### src/rtl/pgwalk_pkg.sv
package pgwalk_pkg;

    localparam int AW         = 32;
    localparam int DIR_W      = 12;
    localparam int PG_W       = 8;
    localparam int OFS_W      = AW - DIR_W - PG_W;
    localparam int ENT_SH     = 2;
    localparam int TBL_LSB    = 10;
    localparam int ACI_W      = 4;
    localparam int ACI_LSB    = 4;
    localparam int PG_VLD_BIT = 1;
    localparam int CFG_AW     = 12;

    localparam logic [CFG_AW-1:0] CFG_BASE_OFS = 12'h050;
    localparam logic [CFG_AW-1:0] CFG_EN_OFS   = 12'h020;
    localparam logic [1:0]        DIR_OK_CODE  = 2'b01;

    typedef enum logic [2:0] {
        ST_IDLE,
        ST_DIR_REQ,
        ST_DIR_WAIT,
        ST_PG_REQ,
        ST_PG_WAIT,
        ST_REPLY
    } walk_st_e;

    typedef struct packed {
        logic [AW-1:0]    paddr;
        logic [ACI_W-1:0] aci;
        logic             flt_dir;
        logic             flt_pg;
    } walk_res_t;

    function automatic logic [AW-1:0] dir_slot(input logic [AW-1:0] va);
        return AW'(va[AW-1 -: DIR_W]) << ENT_SH;
    endfunction

    function automatic logic [AW-1:0] pg_slot(input logic [AW-1:0] va);
        return AW'(va[OFS_W +: PG_W]) << ENT_SH;
    endfunction

    function automatic logic [OFS_W-1:0] pg_offset(input logic [AW-1:0] va);
        return va[OFS_W-1:0];
    endfunction

endpackage

### src/rtl/pgwalk_cfg.sv
module pgwalk_cfg
    import pgwalk_pkg::*;
(
    input  logic              clk,
    input  logic              rst,
    input  logic              we,
    input  logic [CFG_AW-1:0] addr,
    input  logic [AW-1:0]     wdata,
    output logic [AW-1:0]     tbl_base,
    output logic              xlat_en
);

    always_ff @(posedge clk) begin
        if (rst) begin
            tbl_base <= '0;
            xlat_en  <= 1'b0;
        end else if (we) begin
            if (addr == CFG_BASE_OFS) tbl_base <= wdata;
            if (addr == CFG_EN_OFS)   xlat_en  <= wdata[0];
        end
    end

endmodule

### src/rtl/pgwalk_decode.sv
module pgwalk_decode
    import pgwalk_pkg::*;
(
    input  logic [AW-1:0]    entry,
    output logic             dir_ok,
    output logic [AW-1:0]    next_tbl,
    output logic             pg_ok,
    output logic [AW-1:0]    frame,
    output logic [ACI_W-1:0] aci
);

    always_comb begin
        dir_ok   = (entry[1:0] == DIR_OK_CODE);
        next_tbl = {entry[AW-1:TBL_LSB], {TBL_LSB{1'b0}}};
        pg_ok    = entry[PG_VLD_BIT];
        frame    = {entry[AW-1:OFS_W], {OFS_W{1'b0}}};
        aci      = entry[ACI_LSB +: ACI_W];
    end

endmodule

### src/rtl/pgwalk_walker.sv
module pgwalk_walker
    import pgwalk_pkg::*;
(
    input  logic             clk,
    input  logic             rst,
    input  logic             xlat_en,
    input  logic [AW-1:0]    tbl_base,
    input  logic             req_valid,
    input  logic [AW-1:0]    req_vaddr,
    output logic             req_ready,
    output logic             mem_req_valid,
    input  logic             mem_req_ready,
    output logic [AW-1:0]    mem_req_addr,
    input  logic             mem_rsp_valid,
    input  logic             dir_ok,
    input  logic [AW-1:0]    next_tbl,
    input  logic             pg_ok,
    input  logic [AW-1:0]    frame,
    input  logic [ACI_W-1:0] aci,
    output logic             rsp_valid,
    output walk_res_t        rsp_res,
    output logic [AW-1:0]    rsp_vaddr
);

    walk_st_e  st;
    logic [AW-1:0] va_q;
    logic [AW-1:0] addr_q;
    walk_res_t res_q;

    always_ff @(posedge clk) begin
        if (rst) begin
            st     <= ST_IDLE;
            va_q   <= '0;
            addr_q <= '0;
            res_q  <= '0;
        end else begin
            case (st)
                ST_IDLE: begin
                    if (req_valid) begin
                        va_q  <= req_vaddr;
                        res_q <= '0;
                        if (xlat_en) begin
                            addr_q <= tbl_base + dir_slot(req_vaddr);
                            st     <= ST_DIR_REQ;
                        end else begin
                            res_q.paddr <= req_vaddr;
                            st          <= ST_REPLY;
                        end
                    end
                end
                ST_DIR_REQ: if (mem_req_ready) st <= ST_DIR_WAIT;
                ST_DIR_WAIT: begin
                    if (mem_rsp_valid) begin
                        if (dir_ok) begin
                            addr_q <= next_tbl + pg_slot(va_q);
                            st     <= ST_PG_REQ;
                        end else begin
                            res_q.flt_dir <= 1'b1;
                            st            <= ST_REPLY;
                        end
                    end
                end
                ST_PG_REQ: if (mem_req_ready) st <= ST_PG_WAIT;
                ST_PG_WAIT: begin
                    if (mem_rsp_valid) begin
                        if (pg_ok) begin
                            res_q.paddr <= frame | AW'(pg_offset(va_q));
                            res_q.aci   <= aci;
                        end else begin
                            res_q.flt_pg <= 1'b1;
                        end
                        st <= ST_REPLY;
                    end
                end
                ST_REPLY: st <= ST_IDLE;
                default:  st <= ST_IDLE;
            endcase
        end
    end

    always_comb begin
        req_ready     = (st == ST_IDLE);
        mem_req_valid = (st == ST_DIR_REQ) || (st == ST_PG_REQ);
        mem_req_addr  = addr_q;
        rsp_valid     = (st == ST_REPLY);
        rsp_res       = res_q;
        rsp_vaddr     = va_q;
    end

endmodule

### src/rtl/pgwalk_top.sv
module pgwalk_top
    import pgwalk_pkg::*;
(
    input  logic              clk,
    input  logic              rst,
    input  logic              cfg_we,
    input  logic [CFG_AW-1:0] cfg_addr,
    input  logic [AW-1:0]     cfg_wdata,
    input  logic              req_valid,
    output logic              req_ready,
    input  logic [AW-1:0]     req_vaddr,
    output logic              mem_req_valid,
    input  logic              mem_req_ready,
    output logic [AW-1:0]     mem_req_addr,
    input  logic              mem_rsp_valid,
    input  logic [AW-1:0]     mem_rsp_data,
    output logic              rsp_valid,
    output logic [AW-1:0]     rsp_paddr,
    output logic [ACI_W-1:0]  rsp_aci,
    output logic              rsp_fault_dir,
    output logic              rsp_fault_pg,
    output logic [AW-1:0]     rsp_vaddr
);

    logic [AW-1:0]    tbl_base;
    logic             xlat_en;
    logic             dir_ok, pg_ok;
    logic [AW-1:0]    next_tbl, frame;
    logic [ACI_W-1:0] ent_aci;
    walk_res_t        res;

    pgwalk_cfg u_cfg (
        .clk      (clk),
        .rst      (rst),
        .we       (cfg_we),
        .addr     (cfg_addr),
        .wdata    (cfg_wdata),
        .tbl_base (tbl_base),
        .xlat_en  (xlat_en)
    );

    pgwalk_decode u_dec (
        .entry    (mem_rsp_data),
        .dir_ok   (dir_ok),
        .next_tbl (next_tbl),
        .pg_ok    (pg_ok),
        .frame    (frame),
        .aci      (ent_aci)
    );

    pgwalk_walker u_walk (
        .clk           (clk),
        .rst           (rst),
        .xlat_en       (xlat_en),
        .tbl_base      (tbl_base),
        .req_valid     (req_valid),
        .req_vaddr     (req_vaddr),
        .req_ready     (req_ready),
        .mem_req_valid (mem_req_valid),
        .mem_req_ready (mem_req_ready),
        .mem_req_addr  (mem_req_addr),
        .mem_rsp_valid (mem_rsp_valid),
        .dir_ok        (dir_ok),
        .next_tbl      (next_tbl),
        .pg_ok         (pg_ok),
        .frame         (frame),
        .aci           (ent_aci),
        .rsp_valid     (rsp_valid),
        .rsp_res       (res),
        .rsp_vaddr     (rsp_vaddr)
    );

    assign rsp_paddr     = res.paddr;
    assign rsp_aci       = res.aci;
    assign rsp_fault_dir = res.flt_dir & rsp_valid;
    assign rsp_fault_pg  = res.flt_pg  & rsp_valid;

endmodule

### config.mk
export PLATFORM = sky130hd
export DESIGN_NAME = pgwalk_top
export DESIGN_NICKNAME = d
export VERILOG_FILES = /design/src/rtl/pgwalk_pkg.sv /design/src/rtl/pgwalk_cfg.sv /design/src/rtl/pgwalk_decode.sv /design/src/rtl/pgwalk_walker.sv /design/src/rtl/pgwalk_top.sv
export SDC_FILE = /design/constraint.sdc
export NUM_CORES = 1
export LEC_CHECK = 0
export BUFFER_PORTS_ARGS = -buffer_cell sky130_fd_sc_hd__buf_2
export CORE_MARGIN = 3
export CORE_UTILIZATION = 37
export CTS_CLUSTER_SIZE = 8
export DETAILED_ROUTE_END_ITERATION = 8
export SLEW_MARGIN = 20
export SYNTH_ARGS = -nofsm -noshare
export SYNTH_HDL_FRONTEND = slang
export SYNTH_SLANG_ARGS = --single-unit
### constraint.sdc
create_clock -name clk -period 2.9 [get_ports clk]
set_input_delay 0.145 -clock clk [delete_from_list [all_inputs] [get_ports clk]]
set_output_delay 0.145 -clock clk [all_outputs]
set_load 0.05 [all_outputs]
==> impl_metrics.toml <==
[yosys]
synth.lib_cells_used.distinct = 58
synth_async_sr_flop_share_pct = 0
synth_top_area_cells = "sky130_fd_sc_hd__dfxtp_1, sky130_fd_sc_hd__a21oi_1, sky130_fd_sc_hd__nand2_1"
mappedNetlistArea_um2 = 6904
post_synth_inst_count = 874
yosys.area.top_type = "sky130_fd_sc_hd__dfxtp_1"
yosys_register_bits = 138
postSynth.topFlopCell = "sky130_fd_sc_hd__dfxtp_1"
synth_fp_nets = 1001
count_of_flip_flops_with_a_built_in_enable_after_synthesis = 0
post_synthesis_average_cell_area_um2 = 7.899
synth-seq-area-share_pct = 40.01
netlist.area_leader.share_pct = 40.01
synthesis.yosys.warnings = 0

[final_layout]
final_net_count = 1208
ratio_of_cells_with_drive_above_1_in_the_final_layout_pct = 25.41
layout_commonest_cell = "sky130_fd_sc_hd__buf_2"
final_cell_mix = "sky130_fd_sc_hd__buf_2, sky130_fd_sc_hd__nand2_1, sky130_fd_sc_hd__dfxtp_1, sky130_fd_sc_hd__a21oi_1, sky130_fd_sc_hd__nor2_1"
stdcell_area_um2 = 9094
layout-area-overhead-vs-synth_pct = 31.71

[status]
status = "finished, final reports clean"

[place]
detailed_place.area_um2 = 7904
post-dp-hpwl_mm = 16.47
gp_congestion = 0.8812
port_buffers = 214

[clock_network]
number_of_clock_sinks = 138
cts_htree_levels = 4
post_cts_resize_count = 0
numCtsBuffers = 17
cts_tree = "done"
clock-root-buffer = "sky130_fd_sc_hd__clkbuf_16"
cts_max_path_buffers = 2
worst_skew_pair.late_latency_ns = 0.43
clkSlewWorstSetupHoldPaths_ns = 0.06

[flow_run]
maxCapViolations = 0

[global_routing]
global_route_wire_length_before_repair_mm = 35.10
grt_use_total_pct = 21.94
initial_antenna_violation_count = 1
grt_overflow = 0
grt_start_max_net_pins = 49
grt_pass1_vias = 6364

[worst_setup_path]
critical_path.reg2reg.endpoint = "u_walk.mem_req_addr[18]"
ff2ff_setup_slack_ns = 0.41
worst-r2r-cell-count = 8
critPathLaunch = "req_vaddr[20]"
crit_type = "input pin to flip-flop"
critPathRequiredTime_ns = 3.26
critPathSlowestCell = "sky130_fd_sc_hd__dlygate4sd3_1"
worst_path_most_repeated_cell = "sky130_fd_sc_hd__a31oi_1"
worstPathMaxFanout = 8
critPathBufInv = 2
crit_path_max_incr_delay_ns = 0.53
critical_path.endpoint_type = "flip-flop"
family_with_the_most_delay_on_the_worst_path = "compound AO/OA/AOI/OAI gates"
critical_register_to_register_path_startpoint = "u_cfg.tbl_base[2]"
arrival_ns = 2.88
path_cells = "dlygate4sd3_1 -> buf_2 -> ha_1 -> fa_1 -> a21o_1 -> nand4_1 -> a311o_1 -> a31oi_1 -> a31o_2 -> a31oi_1"
worst_setup_path_start_kind = "input pin"

[routing]
num_vias = 6855
finalWirelength_mm = 22.80
number_of_detailed_route_iterations_in_the_first_pass = 5
viasPerCell = 5.177
ant_nets = 0
routedWlPerCell_um = 17.22
route.detailed.drc = 0
drt_iter0_drc = 468

[sta]
fin_tns_setup_ns = 0
finalHoldViolations = 0
grt_setup_unrepaired = "no"
setup-violations-final = 0
timing_max_transition_violations_final = 0
slew-limit-headroom_pct = 52.37
time_the_worst_path_needs_with_i_o_delays_and_setup_ns = 2.523
timing_worst_slew_pin_value_ns = 0.7128
timing.fmax_ghz = 0.3963
final_min_period_over_clock_period_pct = 87.01
worst_clock_skew_ns = 0.007277

[floorplan]
io_pins = 219
die-area_um2 = 20330
die-width_um = 142.6
num_rows = 49
die_height_um = 142.6
initial_utilization_pct = 38.04
fp.coreArea_um2 = 18150

[min_path]
timing.hold.worst_endpoint = "u_walk.rsp_vaddr[24]"
min-delay-path-class = "input pin to flip-flop"
hold_path_depth = 3
hold_path.startpoint = "req_vaddr[24]"

[power_and_ir_drop]
internal_power_uw = 4065
seqPwrFrac_pct = 34.7
power_per_cell_area_nw_per_um2 = 702.8
switching_share_pct = 36.39
switchingPower_uw = 2326
cellLeakagePower_uw = 0.003753
power_frac_comb_pct = 29.8
vdd_ir_drop_max_v = 0.0004405
clock_power_share_pct = 35.5
## final cells by class
type	count	area (um2)
fill	1831	9054
multi-input combinational	624	3583
sequential	138	2763
timing repair buffer	290	1814
clock buffer	24	491.7
tap	229	286.5
clock inverter	8	115.1
inverter	10	37.54
antenna	1	2.502
## metal layers
metal	GRT usage (%)	wire, um	vias to the layer above
met5	0	0	-
met4	8.254	555	0
met3	4.469	1293	35
met2	33.98	10250	218
met1	30.18	10700	3141
li1	-	-	3461
## tightest hold or removal path: stages
cell,delay (ns)
sky130_fd_sc_hd__buf_2,0.13
sky130_fd_sc_hd__nand2_1,0.06
sky130_fd_sc_hd__a21oi_1,0.05
## synthesized netlist by cell type, types with 10 or more instances
cell type / count
sky130_fd_sc_hd__nor2_1: 62
sky130_fd_sc_hd__a211oi_1: 45
sky130_fd_sc_hd__nor3b_1: 33
sky130_fd_sc_hd__and3_1: 14
sky130_fd_sc_hd__ha_1: 12
sky130_fd_sc_hd__clkbuf_1: 54
sky130_fd_sc_hd__buf_4: 36
sky130_fd_sc_hd__nand3_1: 16
sky130_fd_sc_hd__a21oi_1: 129
sky130_fd_sc_hd__o22ai_1: 14
sky130_fd_sc_hd__buf_2: 10
sky130_fd_sc_hd__dfxtp_1: 138
sky130_fd_sc_hd__nand2_1: 159
sky130_fd_sc_hd__xnor2_1: 20
## state kept, by name (all words and copies together), names as in the netlist
signal and count:
u_walk.rsp_res 38, u_cfg.tbl_base 32, u_walk.mem_req_addr 32, u_walk.rsp_vaddr 32
u_walk.st 3, u_cfg.xlat_en 1
## logic make-up (layout without fill, tap and decap cells)
logic type               after synthesis  in the layout  synth area share (%)
adder cells (fa/ha/maj)               13             13                 2.465
buffers and inverters                112            332                 8.264
AND/OR/NAND/NOR                      332            332                 22.54
multiplexers                           2              2                0.3081
flip-flops                           138            138                 40.01
AO/OA/AOI/OAI                        253            253                 23.36
XOR/XNOR                              24             24                 3.045
other                                  0              1                     0
## power groups by stage
stage,Clock (uW),Combinational (uW),Sequential [uW]
after floorplan,0,1250,2470
after global placement,0,1840,2250
after detailed placement,0,1850,2260
after CTS,2290,1910,2220
after global routing,2380,2050,2240
final,2270,1900,2220
## metrics by stage
| step | utilization (%) | cells | setup WS, ns | total power, uW | hold WS, ns |
|---|---|---|---|---|---|
| 3_5_place_dp | 43.55 | 1233 | 0.4818 | 4106 | 0.3927 |
| 4_1_cts | 50.10 | 1323 | 0.4290 | 6419 | 0.001810 |
| 6_report | 50.11 | 1324 | 0.3766 | 6391 | 0.01992 |
| 2_1_floorplan | - | 874 | 0.7569 | 3717 | 0.2810 |
| 5_1_grt | 50.11 | 1324 | 0.2639 | 6676 | 0.01328 |
| 3_3_place_gp | 43.55 | 1233 | 0.5185 | 4092 | 0.3902 |
## worst max-delay path by stage
stage / endpoint / slack (ns) / cells after the start
CTS: u_walk.mem_req_addr[20] / 0.43 / 10
finish: u_walk.mem_req_addr[20] / 0.38 / 10
global placement: u_walk.mem_req_addr[18] / 0.52 / 8
global route: u_walk.mem_req_addr[18] / 0.26 / 10
floorplan: u_walk.mem_req_addr[18] / 0.76 / 8
detailed placement: u_walk.mem_req_addr[18] / 0.48 / 8
## what timing repair did
action | in CTS | in global routing
setup buffers | 0 | 0
hold buffers | 58 | 0
endpoints found under the hold margin | 59 | 0
Power figures use the tool's default switching activity.
